## config.mk

```make
export PLATFORM = sky130hd
export DESIGN_NAME = tick_tree
export DESIGN_NICKNAME = d
export VERILOG_FILES = /design/src/rtl/tick_tree_pkg.sv /design/src/rtl/tick_tree_ctrl.sv /design/src/rtl/tick_tree_dp.sv /design/src/rtl/tick_tree.sv
export SDC_FILE = /design/constraint.sdc
export NUM_CORES = 1
export LEC_CHECK = 0
export BUFFER_PORTS_ARGS = -buffer_cell sky130_fd_sc_hd__clkbuf_2
export CORE_MARGIN = 10
export CORE_UTILIZATION = 25
export CTS_CLUSTER_DIAMETER = 120
export CTS_CLUSTER_SIZE = 40
export DETAILED_ROUTE_END_ITERATION = 10
export GPL_TIMING_DRIVEN = 0
export HOLD_SLACK_MARGIN = 0.1
export SETUP_SLACK_MARGIN = 0.4
export SYNTH_ARGS = -nofsm -noshare
export SYNTH_HDL_FRONTEND = slang
export SYNTH_SLANG_ARGS = --single-unit
```

## constraint.sdc

```tcl
create_clock -name clk -period 1.9 [get_ports clk]
set_clock_uncertainty 0.15 [all_clocks]
set_input_delay 0.19 -clock clk [delete_from_list [all_inputs] [get_ports clk]]
set_output_delay 0.19 -clock clk [all_outputs]
set_load 0.02 [all_outputs]
```

## src/rtl/tick_tree_pkg.sv

```systemverilog
package tick_tree_pkg;

  localparam int FIELD_W   = 4;  // per-channel field: [3]=source, [2:0]=code
  localparam int DIV_CNT_W = 4;  // enough to count to 16

  typedef struct packed {
    logic preLoad;  // prescaler word written: restart prescalers and dividers
    logic divLoad;  // channel word written: restart dividers
  } ctrlStrobes_t;

  // Terminal count of the per-channel divider (divisor minus one).
  function automatic logic [DIV_CNT_W-1:0] divLimit(input logic [2:0] code);
    case (code)
      3'd0:    divLimit = 4'd0;
      3'd1:    divLimit = 4'd1;
      3'd2:    divLimit = 4'd3;
      3'd3:    divLimit = 4'd7;
      default: divLimit = 4'd15;
    endcase
  endfunction

endpackage

```

## src/rtl/tick_tree_ctrl.sv

```systemverilog
module tick_tree_ctrl
  import tick_tree_pkg::*;
#(
  parameter int ADDR_W    = 8,
  parameter int DATA_W    = 32,
  parameter int PRE_W     = 8,
  parameter int NUM_PRE   = 2,
  parameter int NUM_CH    = 5,
  parameter int ADDR_PRE  = 0,
  parameter int ADDR_CHAN = 4
) (
  input  logic                        clk,
  input  logic                        rst,
  input  logic [ADDR_W-1:0]           busAddr,
  input  logic [DATA_W-1:0]           busWrData,
  input  logic                        busWrEn,
  output logic [DATA_W-1:0]           busRdData,
  output logic [PRE_W*NUM_PRE-1:0]    cfgPre,
  output logic [FIELD_W*NUM_CH-1:0]   cfgChan,
  output ctrlStrobes_t                strobes
);

  localparam int PRE_BITS  = PRE_W * NUM_PRE;
  localparam int CHAN_BITS = FIELD_W * NUM_CH;

  logic hitPre, hitChan;

  assign hitPre  = busWrEn && (busAddr == ADDR_W'(ADDR_PRE));
  assign hitChan = busWrEn && (busAddr == ADDR_W'(ADDR_CHAN));

  always_ff @(posedge clk) begin
    if (rst) begin
      cfgPre  <= '0;
      cfgChan <= '0;
    end else begin
      if (hitPre)  cfgPre  <= busWrData[PRE_BITS-1:0];
      if (hitChan) cfgChan <= busWrData[CHAN_BITS-1:0];
    end
  end

  always_comb begin
    strobes.preLoad = hitPre;
    strobes.divLoad = hitChan;
  end

  always_comb begin
    busRdData = '0;
    if (busAddr == ADDR_W'(ADDR_PRE))
      busRdData = DATA_W'(cfgPre);
    else if (busAddr == ADDR_W'(ADDR_CHAN))
      busRdData = DATA_W'(cfgChan);
  end

endmodule

```

## src/rtl/tick_tree_dp.sv

```systemverilog
module tick_tree_dp
  import tick_tree_pkg::*;
#(
  parameter int                PRE_W     = 8,
  parameter int                NUM_PRE   = 2,
  parameter int                NUM_CH    = 5,
  parameter logic [NUM_CH-1:0] GROUP_MAP = 5'b11100  // 1: channel uses prescaler 1
) (
  input  logic                      clk,
  input  logic                      rst,
  input  ctrlStrobes_t              strobes,
  input  logic [PRE_W*NUM_PRE-1:0]  cfgPre,
  input  logic [FIELD_W*NUM_CH-1:0] cfgChan,
  input  logic [NUM_PRE-1:0]        extTickIn,
  output logic [NUM_CH-1:0]         chanTick
);

  localparam int SYNC_STAGES = 3;  // two synchronizer flops plus edge history

  logic [NUM_PRE-1:0] preTick;
  logic [NUM_PRE-1:0] extEdge;
  logic [NUM_CH-1:0]  nextTick;

  for (genvar p = 0; p < NUM_PRE; p++) begin : g_pre
    logic [PRE_W-1:0]       preCnt;
    logic [PRE_W-1:0]       preVal;
    logic [SYNC_STAGES-1:0] syncPipe;

    assign preVal     = cfgPre[p*PRE_W +: PRE_W];
    assign preTick[p] = (preCnt == preVal);

    always_ff @(posedge clk) begin
      if (rst || strobes.preLoad)
        preCnt <= '0;
      else if (preCnt == preVal)
        preCnt <= '0;
      else
        preCnt <= preCnt + 1'b1;
    end

    always_ff @(posedge clk) begin
      if (rst) syncPipe <= '0;
      else     syncPipe <= {syncPipe[SYNC_STAGES-2:0], extTickIn[p]};
    end

    assign extEdge[p] = syncPipe[1] & ~syncPipe[2];
  end

  for (genvar c = 0; c < NUM_CH; c++) begin : g_chan
    localparam int GRP = GROUP_MAP[c] ? 1 : 0;

    logic [FIELD_W-1:0]   field;
    logic [DIV_CNT_W-1:0] divCnt;
    logic [DIV_CNT_W-1:0] limit;
    logic                 divTick;

    assign field   = cfgChan[c*FIELD_W +: FIELD_W];
    assign limit   = divLimit(field[2:0]);
    assign divTick = preTick[GRP] && (divCnt == limit);

    always_ff @(posedge clk) begin
      if (rst || strobes.preLoad || strobes.divLoad)
        divCnt <= '0;
      else if (preTick[GRP])
        divCnt <= (divCnt == limit) ? '0 : divCnt + 1'b1;
    end

    assign nextTick[c] = field[FIELD_W-1] ? extEdge[GRP] : divTick;
  end

  always_ff @(posedge clk) begin
    if (rst) chanTick <= '0;
    else     chanTick <= nextTick;
  end

endmodule

```

## src/rtl/tick_tree.sv

```systemverilog
module tick_tree
  import tick_tree_pkg::*;
#(
  parameter int ADDR_W = 8,
  parameter int DATA_W = 32
) (
  input  logic              clk,
  input  logic              rst,
  input  logic [ADDR_W-1:0] busAddr,
  input  logic [DATA_W-1:0] busWrData,
  input  logic              busWrEn,
  output logic [DATA_W-1:0] busRdData,
  input  logic [1:0]        extTickIn,
  output logic [4:0]        chanTick
);

  localparam int PRE_W   = 8;
  localparam int NUM_PRE = 2;
  localparam int NUM_CH  = 5;

  logic [PRE_W*NUM_PRE-1:0]  cfgPre;
  logic [FIELD_W*NUM_CH-1:0] cfgChan;
  ctrlStrobes_t              strobes;

  tick_tree_ctrl #(
    .ADDR_W(ADDR_W), .DATA_W(DATA_W), .PRE_W(PRE_W),
    .NUM_PRE(NUM_PRE), .NUM_CH(NUM_CH), .ADDR_PRE(0), .ADDR_CHAN(4)
  ) u_ctrl (
    .clk(clk), .rst(rst), .busAddr(busAddr), .busWrData(busWrData),
    .busWrEn(busWrEn), .busRdData(busRdData), .cfgPre(cfgPre),
    .cfgChan(cfgChan), .strobes(strobes)
  );

  tick_tree_dp #(
    .PRE_W(PRE_W), .NUM_PRE(NUM_PRE), .NUM_CH(NUM_CH), .GROUP_MAP(5'b11100)
  ) u_dp (
    .clk(clk), .rst(rst), .strobes(strobes), .cfgPre(cfgPre),
    .cfgChan(cfgChan), .extTickIn(extTickIn), .chanTick(chanTick)
  );

endmodule

```

==> results.rst <==
.. list-table::
   :header-rows: 1

   * - Metric
     - Value
   * - Final count of pins violating max slew
     - 0
   * - Clock latency of the later-clocked register in the worst-skew pair
     - 340 ps
   * - Int Power
     - 2.923 mW
   * - Die footprint
     - 21270 um^2
   * - Ratio of routed vias to standard cells
     - 4.641
   * - Clock network fraction of design power
     - 46.0%
   * - Source of the critical timing path
     - busAddr[6]
   * - Final critical-path setup slack
     - -278.9 ps
   * - Fin nets
     - 617
   * - Antenna Violating Nets Remaining
     - 0
   * - Max Fclk
     - 0.4590 GHz
   * - Relative area change from synthesis to final layout
     - 59.26%
   * - Placement Cell Area
     - 4727 um^2
   * - Final Critical Period
     - 2179 ps
   * - Leakage component of the power
     - 2.783 nW
   * - Post-DP HPWL
     - 7845 um
   * - Outcome
     - complete, but fails checks
   * - Worst vdd rail ir drop
     - 366.1 uV
   * - Root buffer cell
     - sky130_fd_sc_hd__clkbuf_16
   * - RSZ-0062 raised after global routing
     - true
   * - Cell taking the most area after synthesis
     - sky130_fd_sc_hd__dfxtp_1
   * - Number of buffers created by CTS
     - 9
   * - Data arrival time of the critical path
     - 1840 ps
   * - Maximum number of pins on one net before global-route repair
     - 14
   * - Kind of path behind the tightest hold check
     - in2reg
   * - Die W
     - 145.8 um
   * - Antenna violations before repair
     - 0
   * - TritonCTS clock tree
     - built
   * - Worst min-delay path startpoint
     - busWrEn
   * - Sequential area share after synthesis
     - 41.97%
   * - Mean post-synth cell area
     - 9.359 um^2
   * - Final Cell Area
     - 6305 um^2
   * - Global-route wire length before repair
     - 18550 um
   * - Count of buffers from port buffering
     - 57
   * - Maximum count of clock buffers along a single path
     - 2
   * - Hold violation total from the final report
     - 0
   * - Combinational cell fraction of total power
     - 7.4%
   * - TritonRoute pass-1 iters
     - 4
   * - Utilization of the core after routing
     - 41.02%
   * - Critical Path Fanout Max
     - 5
   * - Total power divided by cell area
     - 596.7 nW/um^2
   * - Final worst hold slack
     - 154.7 ps
   * - Critical setup path kind
     - in2out
   * - Net switching power of the design
     - 839.4 uW
   * - Routed wire length per instance
     - 15.46 um
   * - Aggregate global-route resource usage
     - 10.61%
   * - Post-route fraction of the period consumed by the critical path
     - 114.7%
   * - Transition time of the tightest slew-check pin
     - 676.5 ps
   * - Category of the worst setup path capture point
     - primary output
   * - Total of flip-flops plus latches after synthesis
     - 83
   * - Std cell rows
     - 45
   * - Total number of clock tree sinks
     - 83
   * - R2R Path Start
     - u_ctrl.cfgChan[10]$_SDFFE_PP0P_
   * - Number of remaining DRC errors
     - 0
   * - Switch share
     - 22.31%
   * - Placer's final routability congestion estimate
     - 0.8332
   * - Via total after detailed routing
     - 3620
   * - Power, Total
     - 3.762 mW
   * - Share of the synthesized area in the top cell type
     - 41.97%
   * - Synth unique cells
     - 47
   * - Initial standard-cell utilization of the core
     - 25.75%
   * - Number of global-route vias before repair
     - 3722
   * - Initial detailed-routing violation count
     - 179
   * - Part of the total power dissipated in sequential elements
     - 46.6%
   * - Placeable Area
     - 15370 um^2
   * - Count of synthesis-stage warnings from yosys
     - 0
   * - Worst rel slew slack
     - 54.90%
   * - Top post-synthesis cells by area
     - sky130_fd_sc_hd__dfxtp_1 42%, sky130_fd_sc_hd__mux2i_1 9.1%, sky130_fd_sc_hd__nor2_1 5.8%
   * - Overall die height
     - 145.8 um
   * - Antenna diode count
     - 0
   * - Number of max-cap violations
     - 0
   * - Setup Total Neg Slack
     - -4483 ps
   * - Data required time of the critical path
     - 1560 ps
   * - Post-synthesis instance area
     - 3959 um^2
   * - Violations in the final reports
     - negative setup slack
   * - Wire length after detailed routing
     - 12060 um
   * - Total gr overflow
     - 0
   * - Setup crit start kind
     - input port
   * - Setup violations, final
     - 27
   * - CTS H-tree lvls
     - 3
   * - Top-level I/O count
     - 82
   * - Gate count after technology mapping
     - 423
   * - Share of cells above drive strength 1
     - 44.11%
   * - Reg clk slew, reported paths
     - 60 ps
## cell usage in the layout (no fill, tap or decap), types with 4 or more instances in the layout
| master | instances |
|---|---|
| sky130_fd_sc_hd__dfxtp_4 | 10 |
| sky130_fd_sc_hd__buf_12 | 4 |
| sky130_fd_sc_hd__xnor2_1 | 13 |
| sky130_fd_sc_hd__a22o_1 | 13 |
| sky130_fd_sc_hd__dfxtp_1 | 50 |
| sky130_fd_sc_hd__dlygate4sd3_1 | 22 |
| sky130_fd_sc_hd__nor2_1 | 45 |
| sky130_fd_sc_hd__dfxtp_2 | 23 |
| sky130_fd_sc_hd__nand4_1 | 8 |
| sky130_fd_sc_hd__nand3_1 | 15 |
| sky130_fd_sc_hd__clkbuf_8 | 17 |
| sky130_fd_sc_hd__a21oi_1 | 5 |
| sky130_fd_sc_hd__a21oi_2 | 10 |
| sky130_fd_sc_hd__ha_1 | 7 |
| sky130_fd_sc_hd__and3_4 | 4 |
| sky130_fd_sc_hd__xnor2_2 | 8 |
| sky130_fd_sc_hd__or4b_4 | 4 |
| sky130_fd_sc_hd__xor2_2 | 4 |
| sky130_fd_sc_hd__nor2b_1 | 9 |
| sky130_fd_sc_hd__buf_4 | 35 |
| sky130_fd_sc_hd__xor2_1 | 19 |
| sky130_fd_sc_hd__and2_1 | 4 |
| sky130_fd_sc_hd__clkbuf_1 | 5 |
| sky130_fd_sc_hd__nor2_2 | 13 |
| sky130_fd_sc_hd__buf_8 | 12 |
| sky130_fd_sc_hd__clkbuf_16 | 10 |
| sky130_fd_sc_hd__and3_1 | 6 |
| sky130_fd_sc_hd__nand3b_1 | 6 |
| sky130_fd_sc_hd__nand2_1 | 19 |
| sky130_fd_sc_hd__nor3_1 | 4 |
| sky130_fd_sc_hd__buf_6 | 14 |
| sky130_fd_sc_hd__conb_1 | 12 |
| sky130_fd_sc_hd__mux2i_1 | 35 |
| sky130_fd_sc_hd__clkbuf_2 | 37 |
## repair_timing
action	in CTS	in global routing
endpoints found under the hold margin	38	0
setup endpoints to repair	97	97
setup buffers	24	13
hold buffers	22	0
resized for setup	99	71
gates cloned	3	1
pin swaps	29	31
## sequential cells by signal (all words and copies together), names as in the netlist
name / flops
u_ctrl.cfgPre: 16
u_ctrl.cfgChan: 20
u_dp.g_pre.syncPipe: 6
u_dp.g_pre.preCnt: 16
u_dp.chanTick: 5
u_dp.g_chan.divCnt: 20
## power by group through the flow
stage | Clock [mW] | Sequential [mW] | Combinational (mW)
2_1_floorplan | 0 | 1.81 | 0.104
3_3_place_gp | 0 | 1.80 | 0.189
3_5_place_dp | 0 | 1.80 | 0.191
4_1_cts | 1.75 | 1.76 | 0.260
5_1_grt | 1.83 | 1.75 | 0.297
6_report | 1.73 | 1.75 | 0.278
## through the flow
stage / setup slack [ps] / cells
3_5_place_dp: -564.2 / 702
3_3_place_gp: -553.9 / 702
5_1_grt: -332.7 / 780
4_1_cts: -447.5 / 766
2_1_floorplan: -139.7 / 434
6_report: -278.9 / 780
## final timing paths
| kind | end | slack, ps | depth (start not counted) |
|---|---|---|---|
| max reg2reg | u_dp.chanTick[2]$_SDFF_PP0_ | 40 | 5 |
| min | u_dp.g_chan[3].divCnt[2]$_SDFFE_PP0N_ | 150 | 3 |
| min reg2reg | u_dp.g_pre[1].preCnt[0]$_SDFF_PP0_ | 290 | 1 |
| max | busRdData[12] | -280 | 8 |
## synthesized netlist by cell type (all sizes together)
cell type	instances
a31o	4
nand4b	3
o211ai	1
a2111oi	1
or2	2
nand3	17
buf	20
dfxtp	83
nand3b	8
a21oi	17
o21ai	4
nand2b	1
inv	3
a32o	1
nor4	5
a211o	1
ha	7
conb	1
nor2	61
a21o	1
a32oi	1
xnor2	21
o31ai	2
o31a	1
xor2	23
nor2b	10
and3	10
nor3	6
mux2i	36
or3	3
or4	1
a31oi	4
or4b	4
a22o	16
and2	6
clkbuf	9
nand4	8
a21boi	1
nand2	20
## worst max-delay path, stage by stage
cell,delay (ps)
sky130_fd_sc_hd__clkbuf_2,80
sky130_fd_sc_hd__or4_4,530
sky130_fd_sc_hd__nor4_4,240
sky130_fd_sc_hd__and2_1,210
sky130_fd_sc_hd__buf_8,130
sky130_fd_sc_hd__buf_8,120
sky130_fd_sc_hd__a22o_1,170
sky130_fd_sc_hd__clkbuf_8,150
## kinds of logic after synthesis
logic type,synth area share (%)
AOI/OAI and AO/OA,9.798
xor gates and xnor gates,9.735
adders and majority gates,2.212
buffers and inverters,5.025
DFF,41.97
muxes,9.103
other,0.09473
and+or+nand+nor,22.06
## per-layer routing
| metal | track usage, % | vias to the layer above | wire [um] |
|---|---|---|---|
| li1 | - | 1750 | - |
| met3 | 2.391 | 29 | 513 |
| met5 | 0 | - | 0 |
| met4 | 5.612 | 0 | 414 |
| met1 | 11.40 | 1760 | 4857 |
| met2 | 18.90 | 81 | 6274 |
## layout make-up
class                           count  area (um^2)
Inverter                            3        11.26
Clock buffer                       10        239.0
Fill cell                        1430         9066
Sequential cell                    83         1728
Timing Repair Buffer              120         1155
Clock inverter                      5        53.80
Tap cell                          211        264.0
Multi-Input combinational cell    319         2576
Buffer                             29        277.8
(Power assumes the default switching activity.)
